$ cat config.mk
export PLATFORM = sky130hd
export DESIGN_NAME = irq_stat_unit
export DESIGN_NICKNAME = d
export VERILOG_FILES = /design/src/rtl/irq_stat_pkg.sv /design/src/rtl/irq_edge_det.sv /design/src/rtl/irq_sticky_bank.sv /design/src/rtl/irq_reg_port.sv /design/src/rtl/irq_stat_unit.sv
export SDC_FILE = /design/constraint.sdc
export NUM_CORES = 1
export LEC_CHECK = 0
export BUFFER_PORTS_ARGS = -buffer_cell sky130_fd_sc_hd__buf_2
export CAP_MARGIN = 10
export CORE_MARGIN = 8
export CORE_UTILIZATION = 40
export DETAILED_ROUTE_END_ITERATION = 6
export PLACE_DENSITY = 0.63
export REMOVE_ABC_BUFFERS = 1
export SYNTH_ARGS = -nofsm -noshare
export SYNTH_HDL_FRONTEND = slang
export SYNTH_HIERARCHICAL = 1
export SYNTH_SLANG_ARGS = --single-unit
$ cat constraint.sdc
create_clock -name clk -period 1.23 [get_ports clk]
set_input_delay 0.123 -clock clk [delete_from_list [all_inputs] [get_ports clk]]
set_output_delay 0.123 -clock clk [all_outputs]
set_load 0.05 [all_outputs]
$ cat src/rtl/irq_stat_pkg.sv
package irq_stat_pkg;
  localparam int SRC_N = 6;
  localparam int CNT_W = 2;

  typedef enum logic [1:0] {
    SEL_LIVE   = 2'd0,
    SEL_STICKY = 2'd1,
    SEL_MASK   = 2'd2,
    SEL_RSVD   = 2'd3
  } reg_sel_e;
endpackage

$ cat src/rtl/irq_edge_det.sv
module irq_edge_det #(
  parameter int N = 6
) (
  input  logic         clk,
  input  logic         rst_n,
  input  logic [N-1:0] level_i,
  output logic [N-1:0] rise_o
);
  for (genvar g = 0; g < N; g++) begin : g_bit
    logic prev_q;
    always_ff @(posedge clk) begin
      if (!rst_n) prev_q <= 1'b0;
      else        prev_q <= level_i[g];
    end
    assign rise_o[g] = level_i[g] & ~prev_q;
  end
endmodule

$ cat src/rtl/irq_sticky_bank.sv
module irq_sticky_bank #(
  parameter int N = 6
) (
  input  logic         clk,
  input  logic         rst_n,
  input  logic [N-1:0] set_i,
  input  logic         clr_i,
  output logic [N-1:0] flags_o
);
  logic [N-1:0] flags_q;

  always_ff @(posedge clk) begin
    if (!rst_n) flags_q <= '0;
    else        flags_q <= (clr_i ? '0 : flags_q) | set_i;
  end
  assign flags_o = flags_q;


  no_lost_event_chk: assert property (@(posedge clk) disable iff (!rst_n)
    (set_i != '0) |=> ((flags_q & $past(set_i)) == $past(set_i)));


  clr_on_read_chk: assert property (@(posedge clk) disable iff (!rst_n)
    (clr_i && set_i == '0) |=> (flags_q == '0));


  hold_without_clr_chk: assert property (@(posedge clk) disable iff (!rst_n)
    (!clr_i && set_i == '0) |=> $stable(flags_q));
endmodule

$ cat src/rtl/irq_reg_port.sv
module irq_reg_port
  import irq_stat_pkg::*;
#(
  parameter int DW = 8,
  parameter int N  = 6
) (
  input  logic          clk,
  input  logic          rst_n,
  input  logic          rd_en_i,
  input  logic          wr_en_i,
  input  logic [1:0]    sel_i,
  input  logic [DW-1:0] wr_data_i,
  input  logic [DW-1:0] live_i,
  input  logic [N-1:0]  flags_i,
  output logic [N-1:0]  mask_o,
  output logic          clr_o,
  output logic [DW-1:0] rd_data_o,
  output logic          rd_valid_o
);
  reg_sel_e       sel;
  logic [N-1:0]   mask_q;
  logic [DW-1:0]  rd_mux;
  logic           unused_hi;

  assign sel       = reg_sel_e'(sel_i);
  assign unused_hi = ^wr_data_i[DW-1:N];
  assign clr_o     = rd_en_i && (sel == SEL_STICKY);

  always_comb begin
    rd_mux = '0;
    unique case (sel)
      SEL_LIVE:   rd_mux = live_i;
      SEL_STICKY: rd_mux[N-1:0] = flags_i;
      SEL_MASK:   rd_mux[N-1:0] = mask_q;
      default:    rd_mux = '0;
    endcase
  end

  always_ff @(posedge clk) begin
    if (!rst_n) begin
      mask_q     <= '0;
      rd_data_o  <= '0;
      rd_valid_o <= 1'b0;
    end else begin
      if (wr_en_i && sel == SEL_MASK) mask_q <= wr_data_i[N-1:0];
      rd_valid_o <= rd_en_i;
      if (rd_en_i) rd_data_o <= rd_mux;
    end
  end
  assign mask_o = mask_q;


  mask_write_chk: assert property (@(posedge clk) disable iff (!rst_n)
    (wr_en_i && sel_i == 2'd2) |=> (mask_q == $past(wr_data_i[N-1:0])));


  mask_hold_chk: assert property (@(posedge clk) disable iff (!rst_n)
    !(wr_en_i && sel_i == 2'd2) |=> $stable(mask_q));


  rd_valid_chk: assert property (@(posedge clk) disable iff (!rst_n)
    rd_en_i |=> rd_valid_o);
endmodule

$ cat src/rtl/irq_stat_unit.sv
module irq_stat_unit
  import irq_stat_pkg::*;
#(
  parameter int DW = 8
) (
  input  logic             clk,
  input  logic             rst_n,
  input  logic             dev_rdy_i,
  input  logic             ctl_rdy_i,
  input  logic             dec_fail_i,
  input  logic             dec_err_i,
  input  logic             ecc_rdy_i,
  input  logic             wp_fault_i,
  input  logic [CNT_W-1:0] err_cnt_i,
  input  logic             rd_en_i,
  input  logic             wr_en_i,
  input  logic [1:0]       sel_i,
  input  logic [DW-1:0]    wr_data_i,
  output logic [DW-1:0]    rd_data_o,
  output logic             rd_valid_o,
  output logic             irq_o
);
  localparam int LIVE_W = CNT_W + 5;

  logic [SRC_N-1:0] cond, rise, flags, mask;
  logic [DW-1:0]    live;
  logic [CNT_W-1:0] cnt_shown;
  logic             clr;

  // sticky flag order: device, controller, fail, error, ecc, wp (MSB..LSB)
  assign cond = {dev_rdy_i, ctl_rdy_i, dec_fail_i, dec_err_i, ecc_rdy_i, wp_fault_i};

  assign cnt_shown = dec_err_i ? err_cnt_i : '0;
  always_comb begin
    live = '0;
    live[LIVE_W-1:0] = {dec_fail_i, cnt_shown, dec_err_i, ecc_rdy_i, ctl_rdy_i, dev_rdy_i};
  end

  irq_edge_det #(.N(SRC_N)) edge_i (
    .clk(clk), .rst_n(rst_n), .level_i(cond), .rise_o(rise)
  );

  irq_sticky_bank #(.N(SRC_N)) bank_i (
    .clk(clk), .rst_n(rst_n), .set_i(rise), .clr_i(clr), .flags_o(flags)
  );

  irq_reg_port #(.DW(DW), .N(SRC_N)) port_i (
    .clk(clk), .rst_n(rst_n), .rd_en_i(rd_en_i), .wr_en_i(wr_en_i),
    .sel_i(sel_i), .wr_data_i(wr_data_i), .live_i(live), .flags_i(flags),
    .mask_o(mask), .clr_o(clr), .rd_data_o(rd_data_o), .rd_valid_o(rd_valid_o)
  );

  assign irq_o = |(flags & mask);


  irq_drops_on_clear_chk: assert property (@(posedge clk) disable iff (!rst_n)
    (rd_en_i && sel_i == 2'd1 && rise == '0) |=> !irq_o);


  steady_no_set_chk: assert property (@(posedge clk) disable iff (!rst_n)
    (clr && $stable(cond)) |=> (flags == '0) || $past(rise) != '0);
endmodule

Word level (Yosys, flattened, before mapping)
Cells that the tools add are included.

word-level totals
  register bits = 27
  input bits = 22
  output and inout bits = 10
  logic and storage cells = 34

cells by class
  eq/ne operators = 2
  muxes and demuxes = 4
  bitwise gates (word level) = 14
  reductions and logical operators = 4

operators with widths
  kind                                                 count
  one-hot mux 6 bit (3 select lines)                   1
  AND 1 bit                                            6
  AND 6 bit                                            1
  2-to-1 mux 6 bit                                     1
  NOT 1 bit                                            6
  OR 6 bit                                             1
  OR reduction 6 bit                                   1
  equality test 2 x 1 -> 1 bit, second input constant  1
  equality test 2 bit, second input constant           1
  logical AND 1 bit                                    2
  zero test 2 bit                                      1
  2-to-1 mux 2 bit                                     1
  2-to-1 mux 1 bit                                     1

Depth between registers and ports, before layout
  word-level depth = 4
  depth in mapped cells = 5
  mapped depth without buffers = 4

Modules after synthesis
Netlist, hierarchy kept.

modules (own cells, without submodules)
  module           instances  cells an instance  area an instance (sq um)  sequential area each (sq um)
  irq_reg_port     1          82                 738.2                     300.3
  irq_sticky_bank  1          18                 202.7                     120.1
  irq_edge_det     1          18                 195.2                     120.1
  irq_stat_unit    1          7                  43.8                      0.0

Worst setup path after synthesis
OpenSTA, ideal clock, no wires.

  kind = reg-to-output
  from = register bank_i.flags_q[1], in the netlist bank_i/flags_o[1]
  to = output irq_o
  arrival time = 880 ps
  data required time = 1107 ps
  path slack = 227 ps
  cell stages (with the launch flop) = 3
  buffers on the path = 0
  path through = dfxtp_1 -> a22oi_1 -> nand3_1

between the ends
  cells in the longest elaborated chain, start to end = 2

ends and longest elaborated chain
  what                    line                   RTL
  start, declared         irq_sticky_bank.sv:10  logic [N-1:0] flags_q;
  start signal, assigned  irq_sticky_bank.sv:14  else flags_q <= (clr_i ? '0 : flags_q) | set_i;
  AND 6 bit               irq_stat_unit.sv:53    assign irq_o = |(flags & mask);
  OR reduction 6 bit      irq_stat_unit.sv:53
  end, declared           irq_stat_unit.sv:21    output logic irq_o

Every way passes these cells.

Worst setup path after layout
  from = register port_i.mask_q[2], in the netlist port_i/mask_o[2]
  to = output irq_o

between the ends
  cells in the longest elaborated chain, start to end = 2

ends and longest elaborated chain
  what                    line                 RTL
  start, declared         irq_reg_port.sv:21   logic [N-1:0] mask_q;
  start signal, assigned  irq_reg_port.sv:45   if (wr_en_i && sel == SEL_MASK) mask_q <= wr_data_i[N-1:0];
  AND 6 bit               irq_stat_unit.sv:53
  OR reduction 6 bit      irq_stat_unit.sv:53

Every way passes these cells.

==> run metrics <==
status=finished with violations; failing checks=negative setup slack; CP Data Required Time=about 1.1 ns; RR Startpoint=port_i/mask_o[2]; Top FF cell, synth=dfxtp_1; per-cell routed wire length=13.4 µm; LEAKAGE=between 0.0006 and 0.0007 µW; critical path launch point type=flip-flop; NumNets Final=roughly 190; Setup crit end kind=output port; htree depth=1; Clock power frac=0.232; yosys warns=6; Seq/Total Area, Yosys=0.458; Int Power=1170 µW; crit path time final=between 1 and 1.5 ns; Setup WS pre-CTS=between 0.2 and 0.3 ns; ratio of cells with drive above 1 in the final layout=0.362; Critical Path Start=port_i/mask_o[2]; Syn Inst Count=between 100 and 150; Remaining DRCs=0; crit path kind=reg -> out; top cell type's share of synthesized area=0.458; Fill cells=roughly 260; worst hold start=wr_data_i[0]; Seq pwr share=0.581; Vias=984; final hold violation count=0; gr usage total=0.105; max-cap viol count=0; top-count cell post-synth=dfxtp_1; ant diodes=0; Avg Cell Area, Syn=between 9 and 10 µm²; clock tree buffer depth=2; slowest CP cell=dfxtp_2; Clock Tree Root=clkbuf_4; routed wire length=2.59 mm; EDFF count, synth=0; Hold Crit Class=in -> reg; clock skew=about 0.0092 ns; GRT Residual Overflow=0; Peak supply drop=0.642 mV; most frequent cells after synthesis=27 x dfxtp_1, 12 x nor2b_1, 11 x and2_1; main combinational cell family by area after synthesis=simple AND/OR/NAND/NOR gates; Initial Util=0.424; Highest Clock Rate=0.787 GHz; first-pass GRT wire length=about 4.5 mm; RSZ-0062 raised after global routing=true; setup slack after layout=-0.0411 ns; Core Footprint=0.00278 mm²; antenna viol nets, final=0; Sw Pwr=approximately 470 µW; width of the die=about 70 µm; row count=19; Starting DRT DRC Count=32; flops & latches, synth=27; XOR/XNOR Fraction of Synth Area=0; simple-gate portion of the synthesized area=0.279; DP HPWL=between 1.5 and 2 mm; Final period util=1.03; Multi-input gate area=just under 600 µm²; Vias/cell=about 5.1; 1st-pass router iterations=4; ys async rst share=0; max-slew violation count=0; Inst Count DP=about 180; Layout Cells excl Fill=a little under 200; Unique masters post-synth=25; die area=0.00494 mm²; initial antenna violation count=0; synth top area cells=dfxtp_1 46%, nor2b_1 6.4%, and2_1 5.8%, a211oi_2 4.2%, nand3_1 3.8%; combinational share of power=0.187; Layout area overhead=23.6%; Synth Area in Compound Gates=0.201; Mapped Area=0.00118 mm²; PD cells=approximately 1100 mW/mm²; GP Congestion=just under 0.8; adder-cell area share of the yosys netlist=0; register area=~550 µm²; number of CTS-inserted buffers=3; port bufs=29; CTS clk-pin slew, worst paths=~0.15 ns; Setup violations, final=1; mux share of post-synthesis cell area=0; Die H=70.3 µm; critical-path cell list=a22oi_2 -> nand3_2 -> buf_6; cell taking the most area after synthesis=dfxtp_1; vias in the first global route=approximately 1000; worst path arrival time=1.15 ns; Clk Latency, worst-skew pair=about 0.32 ns; Max FO, Critical Path=2; CTS tree=done; Sw Share=0.286; Sinks on Clock Net=27; slowest stage delay, CP=roughly 0.36 ns; largest net degree at the start of global routing=33; IO Count=32
==> kinds of logic after synthesis <==
kind of cell,after synthesis
other,1
DFF,27
buffers and inverters,7
and+or+nand+nor,55
AOI/OAI and AO/OA,35
==> sequential cells by signal, summed over array words and instances, names as in the netlist <==
name / cells
bank_i/flags_o: 6
port_i/mask_o: 6
edge_i/g_bit.prev_q: 6
port_i/rd_data_o: 8
port_i/rd_valid_o: 1
==> power by group through the flow <==
stage	clock network, µW	registers (µW)	logic, µW
final	381	956	307
after global routing	436	963	337
after CTS	402	956	308
after detailed placement	0	970	284
after global placement	0	968	280
after floorplan	0	1030	116
==> through the flow <==
step	hold slack (ns)	total power (µW)	area [µm²]	utilization	TNS (ns)
floorplan	0.241	1140	1120	-	0
global placement	0.341	1250	1330	0.480	0
detailed placement	0.343	1250	1330	0.480	0
CTS	0.000163	1670	1460	0.525	-0.0494
global route	0.0129	1740	1460	0.525	-0.0981
finish	0.0140	1640	1460	0.525	-0.0411
==> placed cells by master (no fill, tap or decap) <==
master | synthesis | routed
a211oi_1 | 2 | 2
a211oi_2 | 4 | 4
a21boi_0 | 2 | 2
a21oi_1 | 6 | 6
a22oi_2 | 0 | 3
and2_1 | 11 | 11
and2_2 | 4 | 4
buf_2 | 2 | 28
buf_4 | 1 | 6
buf_6 | 2 | 1
clkbuf_4 | 0 | 3
clkinv_2 | 0 | 1
conb_1 | 1 | 1
dfxtp_1 | 27 | 22
dfxtp_2 | 0 | 5
dlygate4sd3_1 | 0 | 5
inv_6 | 1 | 1
nand2_1 | 7 | 7
nand2b_1 | 2 | 2
nand2b_4 | 1 | 1
nand3_1 | 9 | 8
nand3_2 | 0 | 1
nand3b_4 | 1 | 1
nor2_1 | 2 | 2
nor2b_1 | 12 | 12
nor3_1 | 6 | 6
o21a_1 | 6 | 6
o21ai_0 | 6 | 6
o21ai_1 | 6 | 6
==> critical path, delay by kind of cell (launching register included) <==
family / cells / cell delay [ns]
compound gates: 1 / 0.20
buf+inv: 1 / 0.16
flops: 1 / 0.36
simple gates: 1 / 0.10
==> metal layers <==
layer | share of wire | GRT usage | wire length [µm] | up-vias
li1 | - | - | - | 507
met1 | 0.47 | 0.122 | 1220 | 453
met2 | 0.49 | 0.186 | 1270 | 20
met3 | 0.034 | 0.0240 | 87 | 4
met4 | 0.0066 | 0.0313 | 17 | 0
met5 | 0 | 0 | 0 | -
==> path summary, 6_finish.rpt <==
kind,depth (start not counted),slack (ns),end
setup / recovery,3,-0.04,irq_o
hold / removal,3,0.01,port_i/mask_o[0]
setup reg to reg,4,0.28,port_i/rd_data_o[2]
hold reg to reg,2,0.49,port_i/mask_o[0]
==> layout make-up <==
cell class | instances | area share
clock buffers | 3 | 0.0154
clock inverters | 1 | 0.00343
inverters | 1 | 0.00600
multi-input cells | 91 | 0.405
flip-flops and latches | 27 | 0.375
well taps | 31 | 0.0266
repair buffers | 40 | 0.169
==> repair_timing <==
action | 4_1_cts | 5_1_grt
cloned | 0 | 0
buffers inserted | 2 | 0
hold buffers | 5 | 0
pin swaps | 2 | 0
resized for setup | 11 | 0
endpoints found under the hold margin | 5 | 0
setup endpoints to repair | 1 | 1
(Power assumes the default switching activity.)
